`src/rtl/lcd_scan_pkg.sv`:
```
package lcd_scan_pkg;
  localparam int SEG_N    = 40;
  localparam int COM_N    = 8;
  localparam int NIB_W    = 4;
  localparam int NIB_N    = SEG_N / NIB_W;
  localparam int NIBIDX_W = $clog2(NIB_N + 1);
  localparam int COMIDX_W = $clog2(COM_N);
  localparam int LVL_W    = 2;

  typedef enum logic [1:0] {
    MODE_OFF   = 2'b00,
    MODE_BLANK = 2'b01,
    MODE_RSVD  = 2'b10,
    MODE_ON    = 2'b11
  } lcd_mode_e;

  localparam logic [LVL_W-1:0] LVL_GND  = 2'b00;
  localparam logic [LVL_W-1:0] LVL_IDLE = 2'b01;

  // strobes and state handed from control to datapath
  typedef struct packed {
    logic                showLoad;
    logic                rdIssue;
    logic [NIBIDX_W-1:0] rdNib;
    logic [COMIDX_W-1:0] comIdx;
    logic                frameInv;
    lcd_mode_e           mode;
    logic                powerOn;
  } lcd_ctrl_t;
endpackage

```
`src/rtl/lcd_scan_ctrl.sv`:
```
module lcd_scan_ctrl
  import lcd_scan_pkg::*;
#(
  parameter int                PRESC_W    = 16,
  parameter int                ADDR_W     = 8,
  parameter logic [ADDR_W-1:0] BASE_ADDR  = 8'h20,
  parameter int                ROW_STRIDE = 16
) (
  input  logic               clk,
  input  logic               rst_n,
  input  logic               sleepReq,
  input  logic               regWrEn,
  input  logic [3:0]         regWrData,
  input  logic [PRESC_W-1:0] prescaleDiv,
  output logic               ramRdEn,
  output logic [ADDR_W-1:0]  ramRdAddr,
  output lcd_ctrl_t          ctrl
);
  localparam logic [COMIDX_W-1:0] LAST_COM = COMIDX_W'(COM_N - 1);
  localparam logic [NIBIDX_W-1:0] LAST_NIB = NIBIDX_W'(NIB_N - 1);

  lcd_mode_e           modeQ;
  logic                powerQ;
  logic [PRESC_W-1:0]  prescCnt;
  logic                tick;
  logic [COMIDX_W-1:0] comIdx;
  logic                frameInv;
  logic                fetchActive;
  logic [NIBIDX_W-1:0] fetchNib;
  logic [COMIDX_W-1:0] fetchCom;

  // mode register and sticky power latch
  always_ff @(posedge clk) begin
    if (!rst_n || sleepReq) begin
      modeQ  <= MODE_OFF;
      powerQ <= 1'b0;
    end else if (regWrEn) begin
      modeQ <= lcd_mode_e'(regWrData[3:2]);
      if (regWrData[3:2] == MODE_ON) powerQ <= 1'b1;
    end
  end

  // common period prescaler
  assign tick = (prescCnt == prescaleDiv);

  always_ff @(posedge clk) begin
    if (!rst_n)    prescCnt <= '0;
    else if (tick) prescCnt <= '0;
    else           prescCnt <= prescCnt + 1'b1;
  end

  // common index and frame polarity
  always_ff @(posedge clk) begin
    if (!rst_n) begin
      comIdx   <= LAST_COM;
      frameInv <= 1'b1;
    end else if (tick) begin
      if (comIdx == LAST_COM) begin
        comIdx   <= '0;
        frameInv <= ~frameInv;
      end else begin
        comIdx <= comIdx + 1'b1;
      end
    end
  end

  // row fetch for the next common
  always_ff @(posedge clk) begin
    if (!rst_n) begin
      fetchActive <= 1'b1;
      fetchNib    <= '0;
    end else if (tick) begin
      fetchActive <= 1'b1;
      fetchNib    <= '0;
    end else if (fetchActive) begin
      if (fetchNib == LAST_NIB) fetchActive <= 1'b0;
      fetchNib <= fetchNib + 1'b1;
    end
  end

  assign fetchCom  = (comIdx == LAST_COM) ? '0 : comIdx + 1'b1;
  assign ramRdEn   = fetchActive;
  assign ramRdAddr = BASE_ADDR + ADDR_W'(fetchCom) * ADDR_W'(ROW_STRIDE) + ADDR_W'(fetchNib);

  always_comb begin
    ctrl.showLoad = tick;
    ctrl.rdIssue  = fetchActive;
    ctrl.rdNib    = fetchNib;
    ctrl.comIdx   = comIdx;
    ctrl.frameInv = frameInv;
    ctrl.mode     = modeQ;
    ctrl.powerOn  = powerQ;
  end
endmodule

```
`src/rtl/lcd_scan_dp.sv`:
```
module lcd_scan_dp
  import lcd_scan_pkg::*;
(
  input  logic                   clk,
  input  logic                   rst_n,
  input  lcd_ctrl_t              ctrl,
  input  logic [NIB_W-1:0]       ramRdData,
  output logic [COM_N*LVL_W-1:0] comLevel,
  output logic [SEG_N*LVL_W-1:0] segLevel
);
  logic                rdValid;
  logic [NIBIDX_W-1:0] rdNibQ;
  logic [SEG_N-1:0]    segFetch;
  logic [SEG_N-1:0]    segShow;
  logic [LVL_W-1:0]    selCode;

  always_ff @(posedge clk) begin
    if (!rst_n) begin
      rdValid <= 1'b0;
      rdNibQ  <= '0;
    end else begin
      rdValid <= ctrl.rdIssue;
      rdNibQ  <= ctrl.rdNib;
    end
  end

  // staging register filled nibble by nibble
  always_ff @(posedge clk) begin
    if (!rst_n)       segFetch <= '0;
    else if (rdValid) segFetch[int'(rdNibQ)*NIB_W +: NIB_W] <= ramRdData;
  end

  // visible register swaps only at a common boundary
  always_ff @(posedge clk) begin
    if (!rst_n)             segShow <= '0;
    else if (ctrl.showLoad) segShow <= segFetch;
  end

  assign selCode = {1'b1, ctrl.frameInv};

  for (genvar s = 0; s < SEG_N; s++) begin : g_seg
    always_comb begin
      if (!ctrl.powerOn)
        segLevel[s*LVL_W +: LVL_W] = LVL_GND;
      else if (ctrl.mode == MODE_ON || ctrl.mode == MODE_BLANK)
        segLevel[s*LVL_W +: LVL_W] = segShow[s] ? selCode : LVL_IDLE;
      else
        segLevel[s*LVL_W +: LVL_W] = LVL_IDLE;
    end
  end

  for (genvar c = 0; c < COM_N; c++) begin : g_com
    always_comb begin
      if (!ctrl.powerOn)
        comLevel[c*LVL_W +: LVL_W] = LVL_GND;
      else if (ctrl.mode == MODE_ON && ctrl.comIdx == COMIDX_W'(c))
        comLevel[c*LVL_W +: LVL_W] = selCode;
      else
        comLevel[c*LVL_W +: LVL_W] = LVL_IDLE;
    end
  end
endmodule

```
`src/rtl/lcd_scan_top.sv`:
```
module lcd_scan_top
  import lcd_scan_pkg::*;
#(
  parameter int                PRESC_W    = 16,
  parameter int                ADDR_W     = 8,
  parameter logic [ADDR_W-1:0] BASE_ADDR  = 8'h20,
  parameter int                ROW_STRIDE = 16
) (
  input  logic                   clk,
  input  logic                   rst_n,
  input  logic                   sleepReq,
  input  logic                   regWrEn,
  input  logic [3:0]             regWrData,
  input  logic [PRESC_W-1:0]     prescaleDiv,
  output logic                   ramRdEn,
  output logic [ADDR_W-1:0]      ramRdAddr,
  input  logic [NIB_W-1:0]       ramRdData,
  output logic [COM_N*LVL_W-1:0] comLevel,
  output logic [SEG_N*LVL_W-1:0] segLevel,
  output logic                   powerEn
);
  lcd_ctrl_t ctrl;

  lcd_scan_ctrl #(
    .PRESC_W(PRESC_W), .ADDR_W(ADDR_W), .BASE_ADDR(BASE_ADDR), .ROW_STRIDE(ROW_STRIDE)
  ) ctrl_i (
    .clk(clk), .rst_n(rst_n), .sleepReq(sleepReq), .regWrEn(regWrEn),
    .regWrData(regWrData), .prescaleDiv(prescaleDiv), .ramRdEn(ramRdEn),
    .ramRdAddr(ramRdAddr), .ctrl(ctrl)
  );

  lcd_scan_dp dp_i (
    .clk(clk), .rst_n(rst_n), .ctrl(ctrl), .ramRdData(ramRdData),
    .comLevel(comLevel), .segLevel(segLevel)
  );

  assign powerEn = ctrl.powerOn;
endmodule

```
`config.mk`:
```
export PLATFORM = sky130hd
export DESIGN_NAME = lcd_scan_top
export DESIGN_NICKNAME = d
export VERILOG_FILES = /design/src/rtl/lcd_scan_pkg.sv /design/src/rtl/lcd_scan_ctrl.sv /design/src/rtl/lcd_scan_dp.sv /design/src/rtl/lcd_scan_top.sv
export SDC_FILE = /design/constraint.sdc
export NUM_CORES = 1
export LEC_CHECK = 0
export ABC_CLOCK_PERIOD_IN_PS = 3290
export CORE_MARGIN = 5
export CORE_UTILIZATION = 50
export DETAILED_ROUTE_END_ITERATION = 8
export PLACE_DENSITY = 0.83
export SYNTH_ARGS = -nofsm -noshare
export SYNTH_HDL_FRONTEND = slang
export SYNTH_SLANG_ARGS = --single-unit
```
`constraint.sdc`:
```
create_clock -name clk -period 3.29 [get_ports clk]
set_input_delay 0.4935 -clock clk [delete_from_list [all_inputs] [get_ports clk]]
set_output_delay 0.4935 -clock clk [all_outputs]
set_load 0.005 [all_outputs]
```
### Word level (Yosys, flattened, before mapping)

Cells that the tools add are included.

| cells by class | value |
|---|---|
| add/sub/neg operators | 6 |
| equal/unequal tests | 12 |
| shift-type cells | 2 |
| mux-type cells | 140 |
| bitwise operators | 2 |
| reductions and logical operators | 15 |

Operators by type and width:

| kind | number |
|---|---|
| 2-bit two-way mux | 136 |
| 40-bit bitwise mux | 1 |
| 4-bit by 33-bit variable shift with 40-bit output (first input constant) | 1 |
| 4-bit by 33-bit variable part select with 40-bit output | 1 |
| 6-bit negator with 33-bit output | 1 |
| 16-bit by 1-bit adder with 16-bit output (second input constant) | 1 |
| 16-bit equality test | 1 |
| 3-bit equality test (second input constant) | 4 |
| 6-bit by 7-bit adder with 8-bit output (first input constant) | 1 |
| 8-bit by 4-bit adder with 8-bit output | 1 |
| 1-bit logical AND | 8 |
| 3-bit by 2-bit equality test with 1-bit output (second input constant) | 2 |
| 4-bit by 1-bit adder with 4-bit output (second input constant) | 1 |
| 2-bit equality test (second input constant) | 2 |
| 4-bit equality test (second input constant) | 1 |
| 2-bit AND reduction | 2 |
| 3-bit by 1-bit adder with 3-bit output (second input constant) | 1 |
| 3-bit by 1-bit equality test with 1-bit output (second input constant) | 1 |
| 3-bit zero test | 1 |
| 3-bit two-way mux | 1 |
| 2-bit by 1-bit equality test with 1-bit output (second input constant) | 1 |
| 1-bit logical OR | 2 |
| 1-bit two-way mux | 2 |
| 1-bit inverter | 2 |
| 2 further kinds | 2 |

| storage, ports and cells | value |
|---|---|
| bits in registers | 113 |
| output and inout bits | 106 |

### Longest topological paths before layout

| depth | value |
|---|---|
| depth after elaboration | 4 |
| mapped depth | 9 |

### Cells and area by module

A second synthesis with hierarchy kept.

| unflattened totals | value |
|---|---|
| cell total of the unflattened synthesis | 596 |
| area total of the unflattened synthesis | 5609.1 um2 |

By module, submodules not included:

| module | times used | cells each | area an instance (um2) | sequential area each (um2) |
|---|---|---|---|---|
| lcd_scan_dp | 1 | 442 | 4186.5 | 1701.6 |
| lcd_scan_ctrl | 1 | 154 | 1422.6 | 560.5 |

### Worst setup path before layout

OpenSTA, ideal clock, no wires.

| timing path | value |
|---|---|
| kind | register -> register |
| from | reg dp_i.rdNibQ[0] |
| to | reg dp_i.segFetch[36] |
| setup time | 0.116 ns |
| data arrival time | 2.001 ns |
| slack | 1.173 ns |
| cell stages (with the launch flop) | 8 |
| buffers on the path | 1 |
| period minus slack after synthesis | 2.117 ns |
| path through | dfxtp_1 > clkbuf_1 > nor3_1 > ha_1 > or3_4 > a2111oi_4 > mux2i_1 > nor2b_1 |

| on the way | value |
|---|---|
| word-level cells in the longest chain between the ends | 3 |
| elaborated cells between the ends (all ways) | 4 |
| those cells by class | add/sub (1); shift (2); mux (1) |

Ends and longest elaborated chain:

| what | RTL line | source |
|---|---|---|
| start: declaration | lcd_scan_dp.sv:12 | `logic [NIBIDX_W-1:0] rdNibQ;` |
| start signal: assignment | lcd_scan_dp.sv:23 | `rdNibQ <= ctrl.rdNib;` |
| 6-bit negator with 33-bit output (*) | lcd_scan_dp.sv:30 | `else if (rdValid) segFetch[int'(rdNibQ)*NIB_W +: NIB_W] <= ramRdData;` |
| 4-bit by 33-bit variable part select with 40-bit output or 4-bit by 33-bit variable shift with 40-bit output (tied branches) | lcd_scan_dp.sv:30 |  |
| 40-bit bitwise mux (*) | lcd_scan_dp.sv:30 |  |
| end signal: indexed assignment | lcd_scan_dp.sv:30 |  |
| end: declaration | lcd_scan_dp.sv:13 | `logic [SEG_N-1:0] segFetch;` |

Every way passes the cells marked *; elsewhere a longest branch is shown, timed or not.
A chain may end at the register's enable or synchronous reset.

### Final worst setup path

| timing path | value |
|---|---|
| from | reg ctrl_i.modeQ[0] |
| to | out comLevel[2] |

| on the way | value |
|---|---|
| word-level cells in the longest chain between the ends | 4 |

Ends and longest elaborated chain:

| what | RTL line | source |
|---|---|---|
| start: declaration | lcd_scan_ctrl.sv:22 | `lcd_mode_e modeQ;` |
| start signal: assignment | lcd_scan_ctrl.sv:38 | `modeQ <= lcd_mode_e'(regWrData[3:2]);` |
| 2-bit equality test | lcd_scan_dp.sv:56 | `else if (ctrl.mode == MODE_ON && ctrl.comIdx == COMIDX_W'(c))` |
| 1-bit logical AND | lcd_scan_dp.sv:56 |  |
| 2-bit two-way mux | lcd_scan_dp.sv:56 |  |
| 2-bit two-way mux | lcd_scan_dp.sv:54 | `if (!ctrl.powerOn)` |
| end: declaration | lcd_scan_top.sv:18 | `output logic [COM_N*LVL_W-1:0] comLevel,` |

No other way between the ends.

==> flow_summary_export.csv <==
group,metric,value,unit
pwr,vdd_drop_max,358,uV
routing,vias,4717,
placement,gp_congestion,0.950,
synth,synth_fp_nets,649,
finish,fillCellCount,841,
synth,ys_ff_latch,113,
routing,via_per_inst,5.39,
grt,antenna_found_initial,0,
synth,synth_cell_types,43,
die,die_h,116,um
worst_setup_path,reg2reg_to,"dp_i.segFetch[36]$_SDFFE_PN0P_",
finish,syn_to_final_growth,34.3,%
routing,wire_per_inst,15.9,um
die,start_util,51.1,%
worst_setup_path,worstPathRequired,2.80,ns
worst_setup_path,cp-start-kind,"flop",
pwr,seqPwrFrac,42.4,%
run,max_cap_violations,0,
sta,min_period_over_period,92.6,%
synth,synth_top_cell_by_area,"dfxtp_1",
synth,synth_ff_type,"dfxtp_1",
run_status,status,"completed",
finish,multi_input_area,0.00304,mm2
clocking,clk_pin_slew,0.05,ns
grt,grt_pass1_wl,22.7,mm
synth,synth_area_leaders,"dfxtp_1, mux2i_1, nor2b_1",
clocking,worstSkewPairLatency,0.52,ns
sta,slew_viol_final,0,
min_path,min-delay-start,"rst_n",
sta,fmax,0.328,GHz
finish,drive_above_1_share,7.21,%
clocking,cts-buffers-inserted,17,
sta,fin_skew,0.00883,ns
min_path,holdPathStages,2,
routing,initialDrtViolationCount,327,
clocking,cts_root_buf,"clkbuf_8",
grt,grt_usage,21.2,%
clocking,cts_tree,"yes",
pwr,powerDensity,441,mW/mm2
die,rows,38,
routing,drt-total-wl,13.9,mm
synth,ys_seq_area_share,40.6,%
sta,period_needed,3.05,ns
pwr,leakage,0.00331,uW
placement,hpwl,10.1,mm
worst_setup_path,path_cells,"nor2b_4 -> buf_4 -> and3_1 -> a21oi_1 -> clkdlybuf4s50_1",
die,fp.dieW,116,um
worst_setup_path,ff2ff_path_depth,7,
pwr,p_int,2560,uW
finish,fin_nets,762,
sta,setup_violations,0,
routing,drc_errors,0,
grt,grt_pass1_vias,4690,
sta,rsz0062_at_grt,"no",
worst_setup_path,reg2reg_from,"dp_i.rdNibQ[0]$_SDFF_PN0_",
placement,portBuffers,131,
grt,grt-ovfl-total,0,
sta,holdWs,0.445,ns
synth,netlist_area,0.00557,mm2
worst_setup_path,rrSetupSlack,0.62,ns
die,dieArea,0.0133,mm2
synth,synth_edf_count,0,
synth,synth_top_area_share,40.6,%
pwr,switching_power,737,uW
pwr,combinationalPowerShare,6.6,%
routing,antenna_left,0,
worst_setup_path,worstSetupPathType,"flop to output port",
clocking,hold_buffers,0,
min_path,hold_end,"ctrl_i.comIdx[0]$_SDFFE_PN1N_",
worst_setup_path,cp_slowest_cell,"nor2b_4",
finish,final-seq-area,0.00226,mm2
worst_setup_path,path_max_fanout,24,
die,core-area,0.0109,mm2
synth,yosys_warnings,0,
clocking,cts.sinks,113,
die,io_pins,134,
sta,tns,0,ns
routing,drt_pre_antenna_iters,4,
synth,syn_inst,609,
pwr,clkPwrFrac,51.0,%
sta,relSlewSlack,55.2,%
synth,synthArstFlopShare,0,%
finish,n_antenna_cell,0,
worst_setup_path,crit_path_end_kind,"output port",
worst_setup_path,arrival,2.55,ns
grt,grt_start_max_net_pins,49,
sta,hold_violations,0,
clocking,htree_num_levels,4,
worst_setup_path,slowest_delay,0.47,ns
sta,tightestPinTransition,0.670,ns
synth,avgSynthCellArea,9.14,um2
clocking,clk_path_buf_depth,2,
pwr,switching_share,22.3,%
min_path,hold_path.class,"input port to flop",
through the flow:
stage / setup slack, ns / area (um2) / instances / utilization [%] / total power, uW
2_1_floorplan: 1.17 / 5570 / 609 / - / 1550
3_3_place_gp: 0.626 / 6920 / 843 / 63.5 / 1640
3_5_place_dp: 0.483 / 6920 / 843 / 63.5 / 1640
4_1_cts: 0.213 / 7480 / 875 / 68.7 / 3330
5_1_grt: 0.115 / 7480 / 875 / 68.7 / 3410
6_report: 0.243 / 7480 / 875 / 68.7 / 3300
area by class of cell:
class / instances / area share, %
clock buffers: 22 / 6.32
flip-flops and latches: 113 / 30.2
inverters: 16 / 0.837
clock inverters: 10 / 1.12
repair buffers: 139 / 18.4
well taps: 140 / 2.34
multi-input cells: 435 / 40.7
layer usage:
| layer | share of wire (%) | GRT usage, % |
|---|---|---|
| met1 | 43 | 25.4 |
| met2 | 48 | 35.7 |
| met3 | 6.1 | 4.91 |
| met4 | 2.9 | 10.4 |
| met5 | 0 | 0 |
how the worst max path moves through the flow:
stage	start	to	slack, ns	cells past startpoint
2_1_floorplan	dp_i.rdNibQ[0]$_SDFF_PN0_	dp_i.segFetch[36]$_SDFFE_PN0P_	1.17	7
3_3_place_gp	ctrl_i.modeQ[0]$_SDFFE_PP0P_	comLevel[4]	0.63	5
3_5_place_dp	ctrl_i.modeQ[0]$_SDFFE_PP0P_	comLevel[2]	0.48	5
4_1_cts	ctrl_i.modeQ[0]$_SDFFE_PP0P_	comLevel[2]	0.21	5
5_1_grt	ctrl_i.modeQ[0]$_SDFFE_PP0P_	comLevel[2]	0.12	5
6_report	ctrl_i.modeQ[0]$_SDFFE_PP0P_	comLevel[2]	0.24	5
sequential cells by signal, summed over array words and instances, names as in the netlist:
signal / flops
ctrl_i.ramRdEn: 1
ctrl_i.fetchNib: 4
ctrl_i.prescCnt: 16
ctrl_i.frameInv: 1
dp_i.rdNibQ: 4
ctrl_i.modeQ: 2
dp_i.segShow: 40
dp_i.rdValid: 1
ctrl_i.powerQ: 1
dp_i.segFetch: 40
ctrl_i.comIdx: 3
repair_timing:
item	CTS	global route
setup buffers	0	0
endpoints found under the setup margin	3	0
resized for setup	1	0
power by group through the flow:
stage          sequential, uW  combinational, uW  clock [uW]
6_report                 1400                216        1680
3_5_place_dp             1430                215           0
4_1_cts                  1400                217        1710
5_1_grt                  1400                236        1770
2_1_floorplan            1420                129           0
3_3_place_gp             1430                210           0
synthesized netlist by cell type, drive strengths merged, types with 2 or more instances:
| cell | n |
|---|---|
| inv | 16 |
| a31oi | 2 |
| nor4 | 6 |
| nor3 | 7 |
| nand4 | 7 |
| clkbuf | 31 |
| and4 | 4 |
| xnor2 | 10 |
| nand3b | 3 |
| a21oi | 48 |
| a21o | 2 |
| buf | 14 |
| and2 | 13 |
| mux2i | 73 |
| o21ai | 4 |
| dfxtp | 113 |
| nor2 | 34 |
| a21boi | 6 |
| nand3 | 10 |
| nand2b | 8 |
| o211ai | 2 |
| xor2 | 24 |
| and3 | 55 |
| nor2b | 73 |
| nor4b | 2 |
| nand2 | 21 |
| ha | 12 |
cell families (layout without fill, tap and decap cells):
logic type               count (synthesis)  in the layout  synth area share [%]
AND/OR/NAND/NOR                        246            246                  25.8
flip-flops                             113            113                  40.6
multiplexers                            73             73                  13.1
AO/OA/AOI/OAI                           70             70                  7.60
buffers and inverters                   61            187                  4.85
XOR/XNOR                                34             34                  5.35
adder cells (fa/ha/maj)                 12             12                  2.70
cell usage in the layout, fill, tap and decap left out, types with 2 or more instances in the layout:
| cell | n |
|---|---|
| clkdlybuf4s50_1 | 130 |
| dfxtp_1 | 113 |
| mux2i_1 | 73 |
| nor2b_1 | 72 |
| and3_1 | 51 |
| a21oi_1 | 48 |
| nor2_1 | 34 |
| xor2_1 | 24 |
| nand2_1 | 21 |
| clkbuf_16 | 16 |
| inv_1 | 14 |
| and2_1 | 13 |
| ha_1 | 12 |
| nand3_1 | 10 |
| xnor2_1 | 10 |
| nand2b_1 | 8 |
| nor3_1 | 7 |
| nand4_1 | 7 |
| buf_4 | 7 |
| a21boi_0 | 6 |
| clkinv_2 | 6 |
| clkbuf_8 | 5 |
| and4_1 | 4 |
| and3_2 | 4 |
| o21ai_0 | 4 |
| nor4_1 | 4 |
| nand3b_1 | 3 |
| a31oi_1 | 2 |
| nor4b_1 | 2 |
| o211ai_1 | 2 |
| a21o_1 | 2 |
| clkinvlp_4 | 2 |
worst max-delay path, delay by kind of cell, from the launching register on:
kind	cells	cell delay (ns)
AND/OR/NAND/NOR	2	0.76
flip-flops	1	0.33
buffers and inverters	2	0.83
AO/OA/AOI/OAI	1	0.11
(Power assumes the default switching activity.)
